$ cat config.mk
export PLATFORM = sky130hd
export DESIGN_NAME = reqtype_classifier
export DESIGN_NICKNAME = d
export VERILOG_FILES = /design/src/rtl/reqtype_classifier_pkg.sv /design/src/rtl/rqc_decode.sv /design/src/rtl/rqc_hold_table.sv /design/src/rtl/reqtype_classifier.sv
export SDC_FILE = /design/constraint.sdc
export NUM_CORES = 1
export LEC_CHECK = 0
export ABC_AREA = 1
export CAP_MARGIN = 10
export CORE_UTILIZATION = 25
export DETAILED_ROUTE_END_ITERATION = 8
export MAX_ROUTING_LAYER = met4
export PLACE_DENSITY_LB_ADDON = 0.15
export SYNTH_ARGS = -nofsm -noshare
export SYNTH_HDL_FRONTEND = slang
export SYNTH_SLANG_ARGS = --single-unit
$ cat constraint.sdc
create_clock -name clk -period 2.2 [get_ports clk]
set_input_delay 0.44 -clock clk [delete_from_list [all_inputs] [get_ports clk]]
set_output_delay 0.44 -clock clk [all_outputs]
set_load 0.005 [all_outputs]
$ cat src/rtl/reqtype_classifier_pkg.sv
package reqtype_classifier_pkg;

    localparam int TYPE_W = 4;

    typedef enum logic [TYPE_W-1:0] {
        T_NONE   = 4'd0,
        T_LOAD   = 4'd1,
        T_STORE  = 4'd2,
        T_FETCH  = 4'd3,
        T_RMWRD  = 4'd4,
        T_LKRD   = 4'd5,
        T_LKWR   = 4'd6,
        T_LNKLD  = 4'd7,
        T_CONDST = 4'd8,
        T_ATOM   = 4'd9,
        T_FLUSH  = 4'd10
    } rq_type_e;

    typedef struct packed {
        logic rd;
        logic wr;
        logic flush;
        logic fetch;
        logic llsc;
        logic locked;
        logic stchk;
    } rq_attr_t;

    typedef struct packed {
        rq_type_e prim;
        rq_type_e sec;
        logic     bad;
    } rq_class_t;

    function automatic logic starts_hold(input logic [TYPE_W-1:0] t);
        return t == T_LKRD;
    endfunction

    function automatic logic ends_hold(input logic [TYPE_W-1:0] t);
        return t == T_LKWR;
    endfunction

endpackage

$ cat src/rtl/rqc_decode.sv
module rqc_decode
    import reqtype_classifier_pkg::*;
(
    input  rq_attr_t  attr,
    output rq_class_t cls
);
    always_comb begin
        cls = '{prim: T_NONE, sec: T_NONE, bad: 1'b1};
        if (attr.llsc) begin
            if (attr.wr)      cls = '{prim: T_CONDST, sec: T_ATOM,  bad: 1'b0};
            else if (attr.rd) cls = '{prim: T_LNKLD,  sec: T_ATOM,  bad: 1'b0};
        end else if (attr.locked) begin
            if (attr.wr)      cls = '{prim: T_LKWR,   sec: T_STORE, bad: 1'b0};
            else if (attr.rd) cls = '{prim: T_LKRD,   sec: T_STORE, bad: 1'b0};
        end else if (attr.rd) begin
            if (attr.fetch)      cls = '{prim: T_FETCH, sec: T_FETCH, bad: 1'b0};
            else if (attr.stchk) cls = '{prim: T_RMWRD, sec: T_STORE, bad: 1'b0};
            else                 cls = '{prim: T_LOAD,  sec: T_LOAD,  bad: 1'b0};
        end else if (attr.wr) begin
            cls = '{prim: T_STORE, sec: T_STORE, bad: 1'b0};
        end else if (attr.flush) begin
            cls = '{prim: T_FLUSH, sec: T_FLUSH, bad: 1'b0};
        end
    end
endmodule

$ cat src/rtl/rqc_hold_table.sv
module rqc_hold_table #(
    parameter int LINE_W = 16,
    parameter int SLOTS  = 4
) (
    input  logic              clk,
    input  logic              rst,
    input  logic              set_en,
    input  logic              clr_en,
    input  logic [LINE_W-1:0] upd_line,
    input  logic [LINE_W-1:0] probe_line,
    output logic              probe_hit
);
    logic [SLOTS-1:0]  vld;
    logic [LINE_W-1:0] tag [SLOTS];
    logic [SLOTS-1:0]  upd_match;
    logic [SLOTS-1:0]  probe_match;
    logic [SLOTS-1:0]  free_1h;

    always_comb begin
        for (int i = 0; i < SLOTS; i++) begin
            upd_match[i]   = vld[i] && (tag[i] == upd_line);
            probe_match[i] = vld[i] && (tag[i] == probe_line);
        end
    end

    assign free_1h   = ~vld & (vld + 1'b1);
    assign probe_hit = |probe_match;

    always_ff @(posedge clk) begin
        if (rst) begin
            vld <= '0;
        end else begin
            for (int i = 0; i < SLOTS; i++) begin
                if (clr_en && upd_match[i]) begin
                    vld[i] <= 1'b0;
                end else if (set_en && !(|upd_match) && free_1h[i]) begin
                    vld[i] <= 1'b1;
                    tag[i] <= upd_line;
                end
            end
        end
    end
endmodule

$ cat src/rtl/reqtype_classifier.sv
module reqtype_classifier
    import reqtype_classifier_pkg::*;
#(
    parameter int LINE_W     = 16,
    parameter int HOLD_SLOTS = 4
) (
    input  logic              clk,
    input  logic              rst,
    input  logic              req_valid,
    output logic              req_ready,
    input  logic [LINE_W-1:0] req_line,
    input  logic              req_rd,
    input  logic              req_wr,
    input  logic              req_flush,
    input  logic              req_fetch,
    input  logic              req_llsc,
    input  logic              req_locked,
    input  logic              req_stchk,
    output logic              out_valid,
    output logic [LINE_W-1:0] out_line,
    output logic [3:0]        out_prim,
    output logic [3:0]        out_sec,
    output logic              out_err,
    input  logic              cmp_valid,
    input  logic [LINE_W-1:0] cmp_line,
    input  logic [3:0]        cmp_type
);
    rq_attr_t  attr;
    rq_class_t cls;
    logic      line_held;

    assign attr = '{rd: req_rd, wr: req_wr, flush: req_flush, fetch: req_fetch,
                    llsc: req_llsc, locked: req_locked, stchk: req_stchk};

    rqc_decode u_dec (
        .attr (attr),
        .cls  (cls)
    );

    rqc_hold_table #(.LINE_W(LINE_W), .SLOTS(HOLD_SLOTS)) u_hold (
        .clk        (clk),
        .rst        (rst),
        .set_en     (cmp_valid && starts_hold(cmp_type)),
        .clr_en     (cmp_valid && ends_hold(cmp_type)),
        .upd_line   (cmp_line),
        .probe_line (req_line),
        .probe_hit  (line_held)
    );

    assign req_ready = !line_held;
    assign out_valid = req_valid && req_ready;
    assign out_line  = req_line;
    assign out_prim  = cls.prim;
    assign out_sec   = cls.sec;
    assign out_err   = cls.bad;
endmodule

==> Word-level counts from Yosys, hierarchy flattened <==
Memories as Yosys holds them, arrays and structs flattened.
Cells that the tools add are included.
{ "totals": {"register_bits": 4, "latch_bits": 0, "in_bits": 47, "mem_bits_rw": 64, "out_inout_bits": 27, "mem_count": 1, "romBits": 0, "wordCells": 85} }
{ "classes": {"n_div": 0, "mul": 0, "shift": 0, "n_eq_ne": 10, "n_addsub": 1, "n_lt_le_gt_ge": 0, "n_bitwise": 2, "reduce_logical": 31, "muxes": 36} }
{ "mem_list": {"columns": ["name", "depth", "width", "rd", "rd_clocked_by_memory_dff", "wr", "line_no", "source"], "rows": [
  ["u_hold.tag", 4, 16, 4, 0, 1, "rqc_hold_table.sv:14", "logic [LINE_W-1:0] tag [SLOTS];"]
]} }
{ "ops": {"columns": ["cell", "n"], "rows": [
  ["equality test 16 bit", 8],
  ["two-way mux 9 bit", 8],
  ["two-way mux 16 bit", 3],
  ["OR reduction 16 bit", 3],
  ["two-way mux 8 bit", 3],
  ["logical AND 1 bit", 20],
  ["two-way mux 1 bit", 19],
  ["equality test 4 x 3 -> 1 bit, second input constant", 2],
  ["OR reduction 2 bit", 4],
  ["OR reduction 4 bit", 2],
  ["two-way mux 2 bit", 3],
  ["adder 4 x 1 -> 4 bit, second input constant", 1],
  ["bitwise AND 4 bit", 1],
  ["NOT 4 bit", 1],
  ["zero test 1 bit", 2]
]} }

==> Logic depth before layout (Yosys ltp) <==
Gate-level depths: netlist (run 1).
An unclocked memory read counts as a cell.
{ "logic_depth": {"word_depth": 15, "ltp_mapped": 11, "ltp_nobuf": 11} }

==> By module <==
From an unflattened synthesis (run 1), not the netlist that was laid out.
{ "unflattened": {"cells_unflattened": 586, "hier_area_um2": 4470.5} }
{ "by_module_without_submodules": {"columns": ["mod", "cells_per_inst", "area_each_um2", "instances"], "rows": [
  ["rqc_hold_table", 524, 4124.0, 1],
  ["rqc_decode", 35, 182.7, 1],
  ["reqtype_classifier", 27, 163.9, 1]
]} }

==> Least setup slack after synthesis (run 1) <==
OpenSTA, ideal clock, no wires.
{ "synth_timing": {"path_kind": "input to register", "startpoint": "in cmp_line[6]", "endpoint": "mem u_hold.tag[0][0], enable pin", "n_path_buf": 1, "path_stages": 10, "arrival_ns": 1.880, "setup_slack_ns": -0.069, "path_cell_list": "buf_2 -> xor2_1 -> nor2_1 -> nand2_1 -> nor2_2 -> nand3_1 -> nand2_2 -> nor2_2 -> nand2_1 -> nor2_1"} }
{ "synth_between": {"elab_chain_cells": 14, "word_cells_on_any_way": 44, "classes_between": "eq/ne (4); mux (22); reduce/logical (18)"} }
{ "synth_lines": {"columns": ["element", "line_no", "source"], "rows": [
  ["from (decl)", "reqtype_classifier.sv:25", "input logic [LINE_W-1:0] cmp_line,"],
  ["equality test 16 bit", "rqc_hold_table.sv:21", "upd_match[i] = vld[i] && (tag[i] == upd_line);"],
  ["logical AND 1 bit", "rqc_hold_table.sv:21", null],
  ["OR reduction 4 bit", "rqc_hold_table.sv:36", "end else if (set_en && !(|upd_match) && free_1h[i]) begin"],
  ["zero test 1 bit", "rqc_hold_table.sv:36", null],
  ["logical AND 1 bit (2 in a row)", "rqc_hold_table.sv:36", null],
  ["two-way mux 1 bit", "rqc_hold_table.sv:36", null],
  ["two-way mux 1 bit", "rqc_hold_table.sv:34", "if (clr_en && upd_match[i]) begin"],
  ["two-way mux 1 bit", "rqc_hold_table.sv:30", "if (rst) begin"],
  ["two-way mux 1 bit (not written as such)", "rqc_hold_table.sv:38", "tag[i] <= upd_line;"],
  ["OR reduction 16 bit (no source line)", null, null],
  ["two-way mux 2 bit (no source line) or two-way mux 1 bit (tied branches) (3 in a row)", null, null],
  ["to (decl)", "rqc_hold_table.sv:14", null]
]} }
Several ways; a longest one is shown, not always the timed one.

==> impl_metrics.csv, run 1 <==
group,metric,value,unit
cts,cts_tree,"built",
final_layout,drive_gt1_share,33.8,%
cts,cts_made_buffers,9,
synth,synth_top_area_share,39.1,%
synth,yosysTopAreaCell,"edfxtp_1",
synth,synth_edf_count,64,
worst_setup_path,worst-setup-path-type,"flop to output pin",
floorplanning,core_area,19000,um2
cts,clk_pin_slew,0.05,ns
place,place_ws,-0.757,ns
cts,htree_levels,3,
synth,synth_flop_cell,"edfxtp_1",
run_status,outcome,"complete, but fails checks",
floorplanning,rows,50,
worst_hold_path,hp-class,"input pin to flop",
timing,fin_ws,-0.103,ns
global_routing,grt.total_usage,21.0,%
place,dpl.hpwl,15.7,mm
route,num_vias,5581,
place,io_buffer_count,72,
floorplanning,die_area,20200,um2
synth,synth_most_common_cell,"nand2_1",
final_layout,seq_area,2000,um2
worst_setup_path,start_kind,"flop",
worst_setup_path,cp_common_cell,"nand3_2",
timing,skew,0.00993,ns
worst_setup_path,slowest_stage,"edfxtp_1",
synth,synthDistinctLibCells,32,
synth,syn_area_per_cell,6.91,um2
floorplanning,die-width,142,um
final_layout,antenna_cells,0,
worst_setup_path,end_kind,"output pin",
timing,slew_viol_final,0,
power,p_leak,0.00377,uW
cts,clock_latency,0.35,ns
global_routing,grt_pass1_vias,5221,
synth,syn_nets,759,
cts,root_buffer,"clkbuf_16",
worst_setup_path,crit_fanout,3,
synth,synth-seq-area-share,40.7,%
timing,hold_violations,0,
final_layout,nets,989,
timing,fin_crit_sh,105,%
timing,max_freq,0.434,GHz
worst_setup_path,critPathArrivalTime,1.86,ns
synth,syn_inst,712,
route,via_per_inst,4.62,
synth,ys_ff_latch,68,
job,maxCapViolations,0,
place,place.gp.congestion,0.988,
route,routed_wirelength,20.7,mm
worst_setup_path,required,1.76,ns
floorplanning,start_util,25.9,%
global_routing,grt_start_max_net_pins,17,
floorplanning,die_y,142,um
final_layout,area_growth,63.3,%
final_layout,multiInputGateArea,2770,um2
timing,whs,0.483,ns
synth,yosys_warnings,0,
route,drc_errors,0,
route,drtIter0Drc,486,
timing,period_minus_slack,2.30,ns
worst_setup_path,path_buf_inv,3,
route,antenna_left,0,
worst_setup_path,cp_top_family,"simple AND/OR/NAND/NOR gates",
timing,setup_violations,15,
route,wl_per_cell,17.2,um
global_routing,grt_pass1_wl,30.0,mm
route,drtPass1Iterations,5,
global_routing,antenna_found_initial,0,
floorplanning,boundaryPins,74,
synth,synthTopCellsByArea,"edfxtp_1 39%, nand2_1 19%, inv_1 7.8%",
cts,cts.sinks,68,
power,powerDensity,489,nW/um2
synth,async_flop_share,0,%
final_layout,fillers,1991,
synth,syn_area,4920,um2
cts,clk_path_buf_depth,2,
global_routing,overflow,0,
timing,rsz0062_at_grt,"yes",
timing,fin_tns_setup,-0.265,ns
power,ir_drop,0.473,mV
synth,synth_common_cells,"243 x nand2_1, 102 x inv_1, 90 x nor2_1, 64 x edfxtp_1, 32 x nand4_1",
run_status,violations,"negative setup slack",
worst_setup_path,critPathMaxStageDelay,0.43,ns
worst_setup_path,crit_path_cell_trace,"buf_6 -> xnor2_4 -> nand3_2 -> nor4_2 -> buf_4 -> nand3_2 -> nand2_1 -> nor2_2 -> buf_2",
[area by class of cell]
| cell class | count | share of cell area, % |
|---|---|---|
| Multi-Input combinational cell | 510 | 34.4 |
| Timing Repair Buffer | 241 | 26.4 |
| Sequential cell | 68 | 24.9 |
| Inverter | 112 | 5.39 |
| Tap cell | 260 | 4.05 |
| Clock buffer | 9 | 2.80 |
| Clock inverter | 7 | 2.02 |
[registers in the layout, summed over array words and instances, names as in the netlist]
register,count
u_hold.tag,64
u_hold.vld,4
[per-stage QoR]
| stage | total power [uW] | area, um2 | instances | util [%] |
|---|---|---|---|---|
| after detailed placement | 2010 | 6920 | 1164 | 36.4 |
| after global routing | 4050 | 8040 | 1207 | 42.3 |
| final | 3930 | 8040 | 1207 | 42.3 |
| after floorplan | 1670 | 4920 | 712 | - |
| after global placement | 2010 | 6920 | 1164 | 36.4 |
| after CTS | 3930 | 7660 | 1193 | 40.3 |
[metal layers]
layer / global-route usage, % / wire length (um) / vias up
met5: - / 0 / -
met4: 5.49 / 371 / 0
met3: 3.57 / 1190 / 31
met2: 33.8 / 9640 / 197
met1: 27.3 / 9500 / 2600
li1: - / - / 2753
[power by group]
part | leakage [uW] | switching (uW) | total [uW] | internal (uW)
clock network | 0.000186 | 585 | 1920 | 1330
logic | 0.00298 | 320 | 595 | 275
registers | 0.000608 | 2.34 | 1420 | 1420
total | 0.00377 | 907 | 3930 | 3030
[final timing paths]
kind / startpoint / to / slack, ns / cells past startpoint
min reg2reg: u_hold.vld[2] / u_hold.vld[2] / 0.63 / 3
max: u_hold.tag[3][3] / req_ready / -0.10 / 9
min: cmp_line[3] / u_hold.tag[1][3] / 0.48 / 2
max reg2reg: u_hold.tag[3][3] / u_hold.tag[3][7] / -0.01 / 16
[layout by cell type, fill, tap and decap left out, types with 3 or more instances in the layout]
master / instances
nand2_2: 18
nand2_4: 6
nand3_2: 5
dfxtp_1: 4
nand4_1: 32
clkdlybuf4s15_1: 3
dlygate4sd2_1: 30
buf_12: 3
o2111ai_1: 3
xnor2_1: 14
clkdlybuf4s15_2: 5
bufinv_16: 5
edfxtp_1: 64
dlymetal6s2s_1: 4
nor2_4: 7
o21ai_1: 10
nand2_1: 222
buf_6: 23
buf_2: 4
o22ai_2: 3
inv_2: 28
or2_4: 3
nand3_1: 22
o21ai_2: 4
o21ai_0: 11
xor2_1: 3
a21oi_1: 14
o22ai_1: 5
buf_4: 139
nor2_2: 25
nand3b_1: 3
clkbuf_16: 11
inv_1: 81
nor2_1: 62
clkdlybuf4s50_1: 25
nor3_1: 6
xnor2_2: 6
nor3_2: 5
[repair_timing]
item | 4_1_cts | 5_1_grt
setup endpoints to repair | 73 | 68
pin swaps | 35 | 44
hold buffers | 0 | 0
gates cloned | 2 | 3
buffers inserted | 11 | 13
gates resized for setup | 149 | 85
[cell families (layout without fill, tap and decap cells)]
logic type / Yosys count / count (layout) / synth area share (%)
compound gates: 57 / 57 / 6.46
simple gates: 426 / 426 / 36.5
xor+xnor: 26 / 26 / 4.63
flops: 68 / 68 / 40.7
other cells: 1 / 1 / 0.0762
buf+inv: 134 / 369 / 11.6
Note: power is estimated with default switching activity, not from simulation.
==> inputs of run 2 (changes only) <==
Settings changed: CTS_CLUSTER_SIZE set to 40.
==> results of run 2 <==
No change in the layout: final DEF, timing and power equal those of run 1.
